<file path="src/rtl/bts_pkg.sv">
package bts_pkg;
  typedef logic [1:0] dibit_t;

  typedef struct packed {
    logic ramp_up;
    logic first_pk;
    logic last_pk;
    logic ramp_dn;
    logic at_zero;
  } env_strb_t;
endpackage

</file>
<file path="src/rtl/bts_sint_gen.sv">
module bts_sint_gen #(
  parameter int QPS = 4
) (
  input  logic clk,
  input  logic rst,
  output logic sint_stb
);
  localparam int CW = (QPS > 1) ? $clog2(QPS) : 1;
  localparam logic [CW-1:0] LAST = CW'(QPS - 1);

  logic [CW-1:0] tcnt;

  always_ff @(posedge clk) begin
    if (rst) tcnt <= '0;
    else if (tcnt == LAST) tcnt <= '0;
    else tcnt <= tcnt + 1'b1;
  end

  assign sint_stb = (tcnt == LAST);

  // strobes are never adjacent
  a_r1_stb_gap: assert property (@(posedge clk) disable iff (rst)
    sint_stb |=> !sint_stb);
endmodule

</file>
<file path="src/rtl/bts_env_sampler.sv">
module bts_env_sampler #(
  parameter int QPS = 4
) (
  input  logic                     clk,
  input  logic                     rst,
  input  logic                     sint_stb,
  input  logic                     burst_en,
  input  logic [$clog2(QPS)-1:0]   off_cfg,
  input  logic                     pa_busy,
  output logic                     en_s,
  output logic                     en_d,
  output logic                     start
);
  localparam int OW = $clog2(QPS);

  logic [OW-1:0]  off_q;
  logic [QPS-1:0] dline;
  logic           en_nx;

  // a new burst may only open once the envelope has fully closed
  assign en_nx = burst_en & (en_s | ~pa_busy);
  assign start = sint_stb & ~en_s & en_nx;

  always_ff @(posedge clk) begin
    if (rst) begin
      en_s  <= 1'b0;
      off_q <= '0;
    end else if (sint_stb) begin
      en_s <= en_nx;
      if (!en_s && en_nx) off_q <= off_cfg;
    end
  end

  assign dline[0] = en_s;
  for (genvar i = 1; i < QPS; i++) begin : g_tap
    always_ff @(posedge clk) begin
      if (rst) dline[i] <= 1'b0;
      else dline[i] <= dline[i-1];
    end
  end

  assign en_d = dline[off_q];

  // offset frozen while a burst is open
  a_r6_off_hold: assert property (@(posedge clk) disable iff (rst)
    (en_s && $past(en_s)) |-> $stable(off_q));
  // sampled enable only rises when the envelope is closed
  a_r10_start_idle: assert property (@(posedge clk) disable iff (rst)
    $rose(en_s) |-> !$past(pa_busy));
endmodule

</file>
<file path="src/rtl/bts_dibit_shifter.sv">
module bts_dibit_shifter
  import bts_pkg::*;
#(
  parameter int DATA_W = 32
) (
  input  logic              clk,
  input  logic              rst,
  input  logic              sint_stb,
  input  logic              en_s,
  input  logic              start,
  input  logic              tx_wr,
  input  logic [DATA_W-1:0] tx_wdata,
  output dibit_t            dibit,
  output logic              dibit_vld
);
  logic [DATA_W-1:0] sr;
  logic              phase;
  logic              lo_bit;
  logic              take;

  assign take = sint_stb & en_s;

  always_ff @(posedge clk) begin
    if (rst) begin
      sr        <= '0;
      phase     <= 1'b0;
      lo_bit    <= 1'b0;
      dibit     <= '0;
      dibit_vld <= 1'b0;
    end else begin
      dibit_vld <= 1'b0;
      if (tx_wr) sr <= tx_wdata;
      else if (take) sr <= sr >> 1;
      if (start) begin
        phase <= 1'b0;
      end else if (take) begin
        if (!phase) begin
          lo_bit <= sr[0];
          phase  <= 1'b1;
        end else begin
          dibit     <= {sr[0], lo_bit};
          dibit_vld <= 1'b1;
          phase     <= 1'b0;
        end
      end
    end
  end

  // a dibit is a single-cycle pulse
  a_r9_vld_pulse: assert property (@(posedge clk) disable iff (rst)
    dibit_vld |=> !dibit_vld);
  // bits are only taken inside a burst
  a_r8_vld_in_burst: assert property (@(posedge clk) disable iff (rst)
    dibit_vld |-> $past(en_s));
endmodule

</file>
<file path="src/rtl/bts_envelope_timer.sv">
module bts_envelope_timer
  import bts_pkg::*;
#(
  parameter int RAMP_Q  = 24,
  parameter int FLUSH_Q = 54
) (
  input  logic      clk,
  input  logic      rst,
  input  logic      en_d,
  output logic      pa_en,
  output env_strb_t strb
);
  // the counter starts two cycles after the sampling strobe, and a registered
  // strobe adds one more cycle, so three cycles come off the flush threshold
  localparam int UP_W  = $clog2(RAMP_Q + 1);
  localparam int DN_W  = $clog2(FLUSH_Q + RAMP_Q + 1);
  localparam int FP_AT = RAMP_Q - 1;
  localparam int LP_AT = FLUSH_Q - 3;
  localparam int Z_AT  = FLUSH_Q + RAMP_Q - 3;

  logic            en_d_q;
  logic            rise, fall;
  logic [UP_W-1:0] up_cnt;
  logic            up_run;
  logic [DN_W-1:0] dn_cnt;
  logic            dn_run;

  assign rise = en_d & ~en_d_q;
  assign fall = ~en_d & en_d_q;

  always_ff @(posedge clk) begin
    if (rst) begin
      en_d_q <= 1'b0;
      pa_en  <= 1'b0;
      strb   <= '0;
      up_cnt <= '0;
      up_run <= 1'b0;
      dn_cnt <= '0;
      dn_run <= 1'b0;
    end else begin
      en_d_q <= en_d;
      strb   <= '0;
      if (rise) begin
        pa_en        <= 1'b1;
        strb.ramp_up <= 1'b1;
        up_cnt       <= '0;
        up_run       <= 1'b1;
      end else if (up_run) begin
        if (up_cnt == UP_W'(FP_AT)) begin
          strb.first_pk <= 1'b1;
          up_run        <= 1'b0;
        end else begin
          up_cnt <= up_cnt + 1'b1;
        end
      end
      if (fall) begin
        dn_cnt <= '0;
        dn_run <= 1'b1;
      end else if (dn_run) begin
        if (dn_cnt == DN_W'(LP_AT)) begin
          strb.last_pk <= 1'b1;
          strb.ramp_dn <= 1'b1;
        end
        if (dn_cnt == DN_W'(Z_AT)) begin
          strb.at_zero <= 1'b1;
          pa_en        <= 1'b0;
          dn_run       <= 1'b0;
        end
        dn_cnt <= dn_cnt + 1'b1;
      end
    end
  end

  // enable rises together with the ramp strobe
  a_r2_pa_with_ramp: assert property (@(posedge clk) disable iff (rst)
    $rose(pa_en) |-> strb.ramp_up);
  // the first peak falls inside the enable window
  a_r3_fpk_in_window: assert property (@(posedge clk) disable iff (rst)
    strb.first_pk |-> pa_en);
  // the last peak falls inside the enable window
  a_r4_lpk_in_window: assert property (@(posedge clk) disable iff (rst)
    strb.last_pk |-> pa_en);
  // the zero point is the cycle the enable drops
  a_r5_zero_drops_pa: assert property (@(posedge clk) disable iff (rst)
    strb.at_zero |-> (!pa_en && $past(pa_en)));
endmodule

</file>
<file path="src/rtl/bts_burst_seq.sv">
module bts_burst_seq
  import bts_pkg::*;
#(
  parameter int DATA_W  = 32,
  parameter int QPS     = 4,
  parameter int RAMP_Q  = 24,
  parameter int FLUSH_Q = 54
) (
  input  logic                   clk,
  input  logic                   rst,
  input  logic                   burst_en,
  input  logic [$clog2(QPS)-1:0] off_cfg,
  input  logic                   tx_wr,
  input  logic [DATA_W-1:0]      tx_wdata,
  output logic                   pa_en,
  output logic                   ramp_up_stb,
  output logic                   first_pk_stb,
  output logic                   last_pk_stb,
  output logic                   ramp_dn_stb,
  output logic                   zero_stb,
  output logic [1:0]             dibit,
  output logic                   dibit_vld
);
  logic      sint_stb;
  logic      en_s, en_d, start;
  logic      pa_i;
  env_strb_t strb;
  dibit_t    dibit_i;

  bts_sint_gen #(.QPS(QPS)) u_sint (
    .clk(clk), .rst(rst), .sint_stb(sint_stb)
  );

  bts_env_sampler #(.QPS(QPS)) u_samp (
    .clk(clk), .rst(rst), .sint_stb(sint_stb), .burst_en(burst_en),
    .off_cfg(off_cfg), .pa_busy(pa_i), .en_s(en_s), .en_d(en_d),
    .start(start)
  );

  bts_dibit_shifter #(.DATA_W(DATA_W)) u_shift (
    .clk(clk), .rst(rst), .sint_stb(sint_stb), .en_s(en_s), .start(start),
    .tx_wr(tx_wr), .tx_wdata(tx_wdata), .dibit(dibit_i), .dibit_vld(dibit_vld)
  );

  bts_envelope_timer #(.RAMP_Q(RAMP_Q), .FLUSH_Q(FLUSH_Q)) u_env (
    .clk(clk), .rst(rst), .en_d(en_d), .pa_en(pa_i), .strb(strb)
  );

  assign pa_en        = pa_i;
  assign ramp_up_stb  = strb.ramp_up;
  assign first_pk_stb = strb.first_pk;
  assign last_pk_stb  = strb.last_pk;
  assign ramp_dn_stb  = strb.ramp_dn;
  assign zero_stb     = strb.at_zero;
  assign dibit        = dibit_i;
endmodule

</file>
<file path="config.mk">
export PLATFORM = sky130hd
export DESIGN_NAME = bts_burst_seq
export DESIGN_NICKNAME = d
export VERILOG_FILES = /design/src/rtl/bts_pkg.sv /design/src/rtl/bts_sint_gen.sv /design/src/rtl/bts_env_sampler.sv /design/src/rtl/bts_dibit_shifter.sv /design/src/rtl/bts_envelope_timer.sv /design/src/rtl/bts_burst_seq.sv
export SDC_FILE = /design/constraint.sdc
export NUM_CORES = 1
export LEC_CHECK = 0
export BUFFER_PORTS_ARGS = -buffer_cell sky130_fd_sc_hd__clkbuf_2
export CAP_MARGIN = 0
export CORE_UTILIZATION = 30
export CTS_CLUSTER_SIZE = 12
export DETAILED_ROUTE_END_ITERATION = 8
export PLACE_DENSITY = 0.45
export SKIP_CTS_REPAIR_TIMING = 1
export SLEW_MARGIN = 0
export SYNTH_ARGS = -nofsm -noshare
export SYNTH_HDL_FRONTEND = slang
export SYNTH_HIERARCHICAL = 1
export SYNTH_SLANG_ARGS = --single-unit
</file>
<file path="constraint.sdc">
create_clock -name clk -period 3.5 [get_ports clk]
set_input_delay 0.35 -clock clk [delete_from_list [all_inputs] [get_ports clk]]
set_output_delay 0.35 -clock clk [all_outputs]
set_load 0.1 [all_outputs]
</file>
==> results.md <==
* Critical Path AT at 2.32 ns
* FMAX at 471 MHz
* GRT Overall Usage at 12.2%
* Core ar. at 10200 sq um
* Setup TNS at 0 ns
* Largest net degree at the start of global routing at 52
* Multi-input gate area at 1540 sq um
* Number of diodes at 0
* Clock skew at 0.00880 ns
* # rows at 37
* Commonest non-fill, non-tap cell in the layout: dfxtp_1
* DIE AREA at 10900 sq um
* Pwr/cell area at 505 nW/um^2
* Share of cells above drive strength 1 at 34.1%
* Pins over their slew limit at 0
* Chip width at 104 um
* Global-route wire length before repair at 10600 um
* Hold Path Cell Cnt at 3
* CP max stage cell: nand2_1
* RSZ-0062 raised after global routing: false
* Syn. warnings at 6
* Initial antenna violation count at 0
* Final Hold Fails at 0
* Worst Setup End Kind: register
* H-Tree Depth at 3
* Die extent in y at 104 um
* Critical Path Fanout Max at 33
* WS Path Type: reg -> reg
* Clock Root Buffer: clkbuf_8
* Worst vdd ir at 315 uV
* Critical-path cell list: ha_1, nand2_1, o31ai_1, a21oi_1
* Max cap viols at 0
* Design area at 3670 sq um
* Placer Congestion at 0.689
* CTS tree: done
* Placement-stage cell area at 3390 sq um
* Vias in the first global route at 2322
* DRC Markers at 0
* Final WS setup at 1.38 ns
* Crit-path max cell delay at 0.71 ns
* Min Tclk post-route at 2.12 ns
* FF+latch area at 1300 sq um
* Commonest non-fill, non-tap cells in the layout: 65 x dfxtp_1, 47 x nor3_1, 45 x clkbuf_2
* Synth unique cells at 42
* Tcrit/Tclk final at 60.7%
* GRT overflow at 0
* Outcome: completed
* Synth Area per Inst at 10.1 sq um
* WP data required at 3.69 ns
* Port Buffers at 46
* Pre-CTS setup slack at 1.33 ns
* Routed wire length at 6180 um
* Area growth, synth to finish at 16.6%
* Synthesis-stage register bit count at 65
* Cells after synthesis at 313
* Detailed-route via count at 2359
* Wire per inst at 12.6 um
* CTS Buf Count at 9
* Slew margin rel. at 22.1%
* Least-Margin Pin Slew at 1.17 ns
* R2R depth at 4
* Worst path depth at 4
* Syn Nets at 354
* CP Buf/Inv Count at 0
* Seq/Total Area, Yosys at 41.3%
* Iter 0 DRT Violations at 79
* Synth Cell Area at 3150 sq um
* Clock Sinks at 65
* Fraction of registers with async set/reset at 0%
* Avg Vias per Cell at 4.80
* Synth Flop Type: dfxtp_1
* CTS clock-pin slew for the worst setup and hold paths at 0.07 ns
* Nature of the critical path startpoint: register
* Filler cell count in the final layout at 1084
* Clk buf depth at 2
* Post-synth EDFFs at 0
* Initial Utilization at 30.8%
* Nets at 391
* Kind of cell adding the most delay to the critical path: simple AND/OR/NAND/NOR gates
* Worst-Skew Late Latency at 0.34 ns
* Antenna Nets Post-Route at 0
* Dpl hpwl at 3880 um
* Drt first pass iters at 6
* Leakage power at 1.42 nW
* Worst hold path class: in -> reg
* Setup violators final at 0
* IO Pins at 47
==> layer usage <==
metal	wire length, um	share of wire (%)	vias to the layer above	track usage, %
met3	277	4.5	9	4.51
met5	0	0	-	0
met1	3000	49	1109	14.9
met2	2810	45	36	19.6
met4	89	1.4	0	3.98
li1	-	-	1205	-
==> synth_stat cells (2+ instances only) <==
library cell,count,area [sq um]
a2111oi_2,31,465
a21oi_1,8,40.0
and2_1,2,12.5
buf_12,2,40.0
buf_2,9,45.0
buf_4,4,30.0
buf_6,3,33.8
clkbuf_1,2,7.51
clkbuf_2,2,10.0
dfxtp_1,65,1300
ha_1,3,37.5
inv_1,35,131
mux2i_1,7,70.1
nand2_1,10,37.5
nand2b_1,6,37.5
nand3_1,5,25.0
nand3b_1,2,15.0
nand4_1,5,31.3
nand4b_1,2,17.5
nor2_1,12,45.0
nor2b_1,7,43.8
nor3_1,47,235
nor3_2,19,190
o21ai_0,2,10.0
or3_1,2,12.5
xnor2_1,2,17.5
xor2_1,4,35.0
==> power breakdown <==
| group | switching, W | internal, W | total, W |
|---|---|---|---|
| Clock | 0.000294 | 0.000583 | 0.000877 |
| Sequential | 0.0000253 | 0.000776 | 0.000801 |
| Combinational | 0.0000958 | 0.0000778 | 0.000174 |
| Total | 0.000415 | 0.00144 | 0.00185 |
==> cell type report <==
| cell class | count | share of cell area (%) |
|---|---|---|
| clock buffer | 11 | 4.12 |
| clock inverter | 5 | 3.41 |
| inverter | 35 | 3.58 |
| multi-input combinational | 190 | 41.9 |
| sequential | 65 | 35.4 |
| tap | 136 | 4.64 |
| timing repair buffer | 49 | 6.95 |
==> kinds of logic after synthesis <==
logic type / synth area share [%]
XOR/XNOR: 1.67
multiplexers: 2.94
flip-flops: 41.3
AO/OA/AOI/OAI: 18.0
AND/OR/NAND/NOR: 25.0
buffers and inverters: 9.93
adder cells (fa/ha/maj): 1.19
==> worst paths after layout <==
| check | startpoint | to | slack [ns] |
|---|---|---|---|
| hold / removal | tx_wdata[9] | u_shift/sr[9] | 0.25 |
| setup / recovery | u_sint/tcnt[0] | u_shift/lo_bit | 1.38 |
| hold reg to reg | u_env/en_d_q | u_env/strb[4] | 0.45 |
| setup reg to reg | u_sint/tcnt[0] | u_shift/lo_bit | 1.38 |
==> registers in the layout, summed over array words and instances, names as in the netlist <==
register	flops
u_samp/off_q	2
u_env/up_cnt	5
u_env/strb	4
u_shift/dibit	2
u_env/up_run	1
u_env/dn_run	1
u_sint/tcnt	2
u_shift/phase	1
u_shift/sr	32
u_env/dn_cnt	7
u_shift/dibit_vld	1
u_env/pa_en	1
u_shift/lo_bit	1
u_samp/en_s	1
u_env/en_d_q	1
u_samp/dline	3
==> through the flow <==
stage	instances	util, %	hold WS, ns	power [W]
2_1_floorplan	313	-	0.406	0.000952
3_3_place_gp	475	33.2	0.422	0.000992
3_5_place_dp	475	33.2	0.427	0.000994
4_1_cts	491	35.9	0.226	0.00189
5_1_grt	491	35.9	0.240	0.00193
6_report	491	35.9	0.248	0.00185
==> worst reg2reg max path: stages (launching register included) <==
cell and delay (ns):
dfxtp_1 0.35, ha_1 0.33, nand2_1 0.71, o31ai_1 0.48, a21oi_1 0.11
Power figures use the tool's default switching activity.
